===== config.mk =====
export PLATFORM = sky130hd
export DESIGN_NAME = fault_ram
export DESIGN_NICKNAME = d
export VERILOG_FILES = /design/src/rtl/fram_pkg.sv /design/src/rtl/fram_addr_map.sv /design/src/rtl/fram_next_state.sv /design/src/rtl/fram_read_view.sv /design/src/rtl/fault_ram.sv
export SDC_FILE = /design/constraint.sdc
export NUM_CORES = 1
export LEC_CHECK = 0
export BUFFER_PORTS_ARGS = -buffer_cell sky130_fd_sc_hd__buf_4
export CAP_MARGIN = 25
export CORE_AREA = 2 2 88 90
export CTS_BUF_LIST = sky130_fd_sc_hd__clkbuf_8
export CTS_CLUSTER_DIAMETER = 100
export DETAILED_ROUTE_END_ITERATION = 12
export DIE_AREA = 0 0 90 92
export PLACE_DENSITY = 0.67
export SETUP_SLACK_MARGIN = 0.4
export SYNTH_ARGS = -nofsm -noshare
export SYNTH_HDL_FRONTEND = slang
export SYNTH_SLANG_ARGS = --single-unit

===== constraint.sdc =====
create_clock -name clk_i -period 3.15 [get_ports clk_i]
set_input_delay 0.315 -clock clk_i [delete_from_list [all_inputs] [get_ports clk_i]]
set_output_delay 0.315 -clock clk_i [all_outputs]
set_load 0.005 [all_outputs]

===== src/rtl/fram_pkg.sv =====
package fram_pkg;
  typedef enum logic [3:0] {
    FLT_NONE       = 4'd0,
    FLT_STUCK      = 4'd1,
    FLT_TRANS      = 4'd2,
    FLT_CPL_INV    = 4'd3,
    FLT_CPL_IDEM   = 4'd4,
    FLT_CPL_STATE  = 4'd5,
    FLT_BRIDGE_AND = 4'd6,
    FLT_BRIDGE_OR  = 4'd7,
    FLT_CPL_DYN    = 4'd8,
    FLT_ALIAS      = 4'd9
  } flt_kind_e;
endpackage


===== src/rtl/fram_addr_map.sv =====
module fram_addr_map
  import fram_pkg::*;
#(
  parameter int ADDR_W = 4
) (
  input  logic [ADDR_W-1:0] addr_i,
  input  flt_kind_e         kind_i,
  input  logic [ADDR_W-1:0] victim_i,
  input  logic [ADDR_W-1:0] aggr_i,
  output logic [ADDR_W-1:0] phys_o
);
  always_comb begin
    phys_o = addr_i;
    if (kind_i == FLT_ALIAS) begin
      if (addr_i == victim_i)    phys_o = aggr_i;
      else if (addr_i == aggr_i) phys_o = victim_i;
    end
  end
endmodule


===== src/rtl/fram_next_state.sv =====
module fram_next_state
  import fram_pkg::*;
#(
  parameter int ADDR_W = 4,
  localparam int DEPTH = 1 << ADDR_W
) (
  input  logic              clk_i,
  input  logic              rst_ni,
  input  logic [DEPTH-1:0]  mem_i,
  input  logic              en_i,
  input  logic              we_i,
  input  logic [ADDR_W-1:0] phys_i,
  input  logic              wdata_i,
  input  flt_kind_e         kind_i,
  input  logic [ADDR_W-1:0] victim_i,
  input  logic [ADDR_W-1:0] aggr_i,
  input  logic              val_i,
  input  logic              trig_i,
  output logic [DEPTH-1:0]  mem_o
);
  logic wr, blocked, aggr_edge, split;

  assign wr        = en_i && we_i;
  assign split     = victim_i != aggr_i;
  // blocked transition on the victim
  assign blocked   = (kind_i == FLT_TRANS) && (phys_i == victim_i) &&
                     (mem_i[victim_i] != wdata_i) && (wdata_i == val_i);
  assign aggr_edge = wr && (phys_i == aggr_i) &&
                     (mem_i[aggr_i] != wdata_i) && (wdata_i == trig_i);

  always_comb begin
    mem_o = mem_i;
    if (wr && !blocked) mem_o[phys_i] = wdata_i;
    if (split) begin
      unique case (kind_i)
        FLT_CPL_INV:  if (aggr_edge) mem_o[victim_i] = ~mem_i[victim_i];
        FLT_CPL_IDEM: if (aggr_edge) mem_o[victim_i] = val_i;
        FLT_CPL_DYN:  if (en_i && (phys_i == aggr_i) && (we_i == trig_i))
                        mem_o[victim_i] = val_i;
        default: ;
      endcase
    end
  end

  assert_trans_block_R4: assert property (@(posedge clk_i) disable iff (!rst_ni)
    (kind_i == FLT_TRANS && wr && phys_i == victim_i && wdata_i == val_i &&
     mem_i[victim_i] != val_i)
    |=> mem_i[$past(victim_i)] != $past(val_i));

  assert_inv_flip_R5: assert property (@(posedge clk_i) disable iff (!rst_ni)
    (kind_i == FLT_CPL_INV && wr && split && phys_i == aggr_i &&
     mem_i[aggr_i] != wdata_i && wdata_i == trig_i)
    |=> mem_i[$past(victim_i)] != $past(mem_i[victim_i]));

  assert_idem_force_R6: assert property (@(posedge clk_i) disable iff (!rst_ni)
    (kind_i == FLT_CPL_IDEM && wr && split && phys_i == aggr_i &&
     mem_i[aggr_i] != wdata_i && wdata_i == trig_i)
    |=> mem_i[$past(victim_i)] == $past(val_i));
endmodule


===== src/rtl/fram_read_view.sv =====
module fram_read_view
  import fram_pkg::*;
#(
  parameter int ADDR_W = 4,
  localparam int DEPTH = 1 << ADDR_W
) (
  input  logic [DEPTH-1:0]  mem_i,
  input  flt_kind_e         kind_i,
  input  logic [ADDR_W-1:0] victim_i,
  input  logic [ADDR_W-1:0] aggr_i,
  input  logic              val_i,
  input  logic              trig_i,
  output logic [DEPTH-1:0]  view_o
);
  logic pair_and, pair_or;
  assign pair_and = mem_i[victim_i] & mem_i[aggr_i];
  assign pair_or  = mem_i[victim_i] | mem_i[aggr_i];

  for (genvar i = 0; i < DEPTH; i++) begin : g_cell
    logic is_v, is_a;
    assign is_v = ADDR_W'(i) == victim_i;
    assign is_a = ADDR_W'(i) == aggr_i;
    always_comb begin
      view_o[i] = mem_i[i];
      unique case (kind_i)
        FLT_STUCK:      if (is_v) view_o[i] = val_i;
        FLT_CPL_STATE:  if (is_v && !is_a && mem_i[aggr_i] == trig_i) view_o[i] = val_i;
        FLT_BRIDGE_AND: if (is_v || is_a) view_o[i] = pair_and;
        FLT_BRIDGE_OR:  if (is_v || is_a) view_o[i] = pair_or;
        default: ;
      endcase
    end
  end
endmodule


===== src/rtl/fault_ram.sv =====
module fault_ram
  import fram_pkg::*;
#(
  parameter int ADDR_W = 4,
  localparam int DEPTH = 1 << ADDR_W
) (
  input  logic              clk_i,
  input  logic              rst_ni,
  input  logic              en_i,
  input  logic              we_i,
  input  logic [ADDR_W-1:0] addr_i,
  input  logic              wdata_i,
  output logic              rdata_o,
  input  logic [3:0]        flt_kind_i,
  input  logic [ADDR_W-1:0] flt_victim_i,
  input  logic [ADDR_W-1:0] flt_aggr_i,
  input  logic              flt_val_i,
  input  logic              flt_trig_i
);
  flt_kind_e         kind;
  logic [ADDR_W-1:0] phys;
  logic [DEPTH-1:0]  mem_q, mem_d, view;

  assign kind = flt_kind_e'(flt_kind_i);

  fram_addr_map #(.ADDR_W(ADDR_W)) u_map (
    .addr_i(addr_i), .kind_i(kind), .victim_i(flt_victim_i),
    .aggr_i(flt_aggr_i), .phys_o(phys)
  );

  fram_next_state #(.ADDR_W(ADDR_W)) u_next (
    .clk_i(clk_i), .rst_ni(rst_ni), .mem_i(mem_q), .en_i(en_i), .we_i(we_i),
    .phys_i(phys), .wdata_i(wdata_i), .kind_i(kind), .victim_i(flt_victim_i),
    .aggr_i(flt_aggr_i), .val_i(flt_val_i), .trig_i(flt_trig_i), .mem_o(mem_d)
  );

  fram_read_view #(.ADDR_W(ADDR_W)) u_view (
    .mem_i(mem_q), .kind_i(kind), .victim_i(flt_victim_i), .aggr_i(flt_aggr_i),
    .val_i(flt_val_i), .trig_i(flt_trig_i), .view_o(view)
  );

  always_ff @(posedge clk_i or negedge rst_ni) begin
    if (!rst_ni) begin
      mem_q   <= '0;
      rdata_o <= 1'b0;
    end else begin
      mem_q <= mem_d;
      if (en_i && !we_i) rdata_o <= view[phys];
    end
  end

  assert_ideal_write_R2: assert property (@(posedge clk_i) disable iff (!rst_ni)
    (kind == FLT_NONE && en_i && we_i) |=> mem_q[$past(addr_i)] == $past(wdata_i));

  assert_write_holds_rdata_R2: assert property (@(posedge clk_i) disable iff (!rst_ni)
    (en_i && we_i) |=> $stable(rdata_o));

  assert_stuck_read_R3: assert property (@(posedge clk_i) disable iff (!rst_ni)
    (kind == FLT_STUCK && en_i && !we_i && addr_i == flt_victim_i)
    |=> rdata_o == $past(flt_val_i));

  assert_state_cpl_read_R7: assert property (@(posedge clk_i) disable iff (!rst_ni)
    (kind == FLT_CPL_STATE && en_i && !we_i && addr_i == flt_victim_i &&
     flt_victim_i != flt_aggr_i && mem_q[flt_aggr_i] == flt_trig_i)
    |=> rdata_o == $past(flt_val_i));
endmodule


==> qor.csv <==
stage,metric,value,unit
sta,hold_viol_final,0,
cells_and_area,syn_to_final_growth,18.17,%
critical_path,ff2ff_setup_slack,0.38,ns
sta,post-route-period-util,0.8786,
cells_and_area,nNetsFinal,571,
floorplanning,fp.dieH,92,um
synth,ys_ff_latch,17,
floorplanning,core,7447,um2
route,wl,15400,um
global_routing,grt_pass1_wl,23760,um
synth,synth_top_family_by_area,compound AO/OA/AOI/OAI gates,
synth,synthArstFlopShare,1.000,
route,ant_nets,0,
sta,fin_skew,0.001835,ns
synth,synth_cell_types,73,
critical_path,start_kind,flop,
route,drc,0,
pwr,p_per_area,279.3,nW/um2
synth,synth_edf_count,0,
sta,fin_setup_tns,0,ns
min_path,hold_class,primary input to asynchronous set/reset pin,
global_routing,grt_max_degree,24,
synth,synthXorXnorAreaFrac,0.03395,
synth,synth_mux_area_frac,0.1376,
synth,syn_avg_cell_area,6.955,um2
clock_network,numCtsBuffers,3,
cells_and_area,num_antenna_cells,0,
pwr,p_leak,1.673,nW
sta,slew_headroom,0.6159,
route,drt_iter0_markers,669,
critical_path,crit_type,flop to flop,
clock_network,cts.sinks,17,
cells_and_area,final_common_cell,nand2_1,
critical_path,cp_slowest_stage_delay,0.52,ns
critical_path,cp_data_required_time,3.29,ns
synth,ys_seq_area_frac,0.1190,
synth,synth_top_flop_cell,dfrtp_1,
placement,port_buffers,23,
synth,synthAdderAreaFrac,0,
floorplanning,die_x,90,um
placement,gp_congestion,1.057,
pwr,ir_worst_vdd,0.2121,mV
placement,dp_slack,0.2093,ns
synth,syn_nets,537,
cells_and_area,drive_gt1_frac,0.2395,
synth,yosysWarnings,0,
sta,fmax,361.3,MHz
sta,slew_viol_final,0,
route,drt-vias-per-instance,7.146,
synth,syn_area,3575,um2
global_routing,antenna_found_initial,0,
sta,worstMarginPinSlew,0.5747,ns
critical_path,cp.arrival,2.91,ns
flow_run,cap_viol_max_count,0,
clock_network,htree_levels,1,
sta,hold_slack,0.4530,ns
outcome,status,"complete, no violations",
clock_network,cts_tree,done,
placement,dp.final_hpwl,11270,um
critical_path,critPathMaxFanout,3,
critical_path,reg2reg_depth,11,
sta,finalCriticalPeriod,2.768,ns
clock_network,path_clk_slew,0.08,ns
critical_path,endpoint_kind,flop,
route,vias,4638,
sta,setup_ws,0.3823,ns
floorplanning,dieArea,8280,um2
floorplanning,initial_core_util,0.4800,
clock_network,root_buffer,clkbuf_8,
global_routing,track_usage,0.3618,
route,post_drt_wl_per_cell,23.72,um
synth,netlist_instances,514,
critical_path,r2r-start,mem_q[9],
critical_path,crit_chain,buf_4 -> mux4_2 -> nor3_2 -> a211oi_2 -> buf_4 -> o21a_1 -> a221o_1 -> o21ai_0 -> nand4_1 -> o211ai_1 -> o211ai_1,
sta,rsz0062_at_grt,true,
synth,yosys.area_share.simple,0.2874,
critical_path,r2r_end,rdata_o,
floorplanning,placementRows,32,
cells_and_area,fill_cells,741,
critical_path,critPathLaunch,mem_q[9],
route,dr.pass1.iters,5,
cells_and_area,most-common-layout-cells,"69 x nand2_1, 57 x buf_4, 52 x nor2_1, 49 x o21ai_0, 41 x mux2i_1",
critical_path,cp_slowest_cell,mux4_2,
floorplanning,io_pins,24,
global_routing,grt_pass1_vias,4255,
global_routing,overflow,0,
sta,setup_violations,0,
clock_network,insertion_delay,0.26,ns
clock_network,cts_buffer_depth,2,
synth,synth_compound_area_frac,0.3612,
## cell usage after synthesis (all sizes together) (4+ instances only)
| cell type | n | area share |
|---|---|---|
| a21oi | 24 | 0.034 |
| a22oi | 11 | 0.026 |
| a31oi | 13 | 0.023 |
| and2 | 4 | 0.0070 |
| and3 | 7 | 0.012 |
| buf | 17 | 0.035 |
| clkbuf | 15 | 0.016 |
| dfrtp | 17 | 0.12 |
| inv | 10 | 0.011 |
| mux2i | 42 | 0.12 |
| nand2 | 71 | 0.075 |
| nand2b | 12 | 0.021 |
| nand3 | 12 | 0.017 |
| nand4 | 7 | 0.014 |
| nor2 | 56 | 0.060 |
| nor2b | 14 | 0.025 |
| nor3 | 14 | 0.024 |
| nor4 | 8 | 0.016 |
| o211ai | 12 | 0.025 |
| o21ai | 53 | 0.074 |
| o221ai | 4 | 0.0098 |
| o22ai | 23 | 0.060 |
| o311ai | 4 | 0.012 |
| xnor2 | 8 | 0.022 |
| xor2 | 5 | 0.012 |
## worst max-delay path: cells and delay by family (launching register included)
kind,cells,cell delay [ns]
AO/OA/AOI/OAI,6,1.00
buffers and inverters,2,0.31
flip-flops,1,0.39
multiplexers,1,0.52
AND/OR/NAND/NOR,2,0.41
## stage by stage
step	instance area, um2	std cells	total power [W]	util
2_1_floorplan	3575	514	0.0006919	-
5_1_grt	4224	649	0.001232	0.5672
6_report	4224	649	0.001180	0.5672
3_3_place_gp	3943	640	0.0009060	0.5294
4_1_cts	4004	645	0.001089	0.5376
3_5_place_dp	3943	640	0.0009127	0.5294
## where the power goes
group          switching (W)  total (W)  internal, W  leakage [nW]
sequential         0.0000814   0.000345     0.000264         0.208
clock              0.0000885   0.000175    0.0000870        0.0269
combinational       0.000390   0.000659     0.000269          1.44
total               0.000560    0.00118     0.000620          1.67
## registers in the layout, indices dropped and copies added (netlist names)
register and count:
rdata_o 1, mem_q 16
## kinds of logic (layout without fill, tap and decap cells)
family,Yosys count,after routing
mux,46,46
simple gates,213,213
xor+xnor,13,13
buf+inv,42,75
compound gates,183,183
flops,17,17
## worst max-delay path by stage
| stage | end |
|---|---|
| 2_1_floorplan | rdata_o |
| 3_3_place_gp | rdata_o |
| 3_5_place_dp | rdata_o |
| 4_1_cts | rdata_o |
| 5_1_grt | mem_q[7] |
| 6_report | rdata_o |
## final cells by class
class,count,area (um2),share of cell area
timing repair buffer,61,475.5,0.1126
tap,102,127.6,0.03021
inverter,10,37.54,0.008886
sequential,17,437.9,0.1037
clock inverter,1,3.754,0.0008886
clock buffer,3,41.29,0.009775
multi-input combinational,455,3100,0.7340
## metal layers
layer	GRT usage	wire [um]	part of all wire
met2	0.5489	6501	0.42
met5	0	0	0
met4	0.2128	1017	0.066
met3	0.06163	1845	0.12
met1	0.4833	6030	0.39
## what timing repair did
action | in CTS | in global routing
setup buffers | 0 | 4
pin swaps | 0 | 13
endpoints found under the hold margin | 17 | 0
endpoints found under the setup margin | 6 | 17
hold buffers | 1 | 0
resized for setup | 6 | 45
Power figures use the tool's default switching activity.
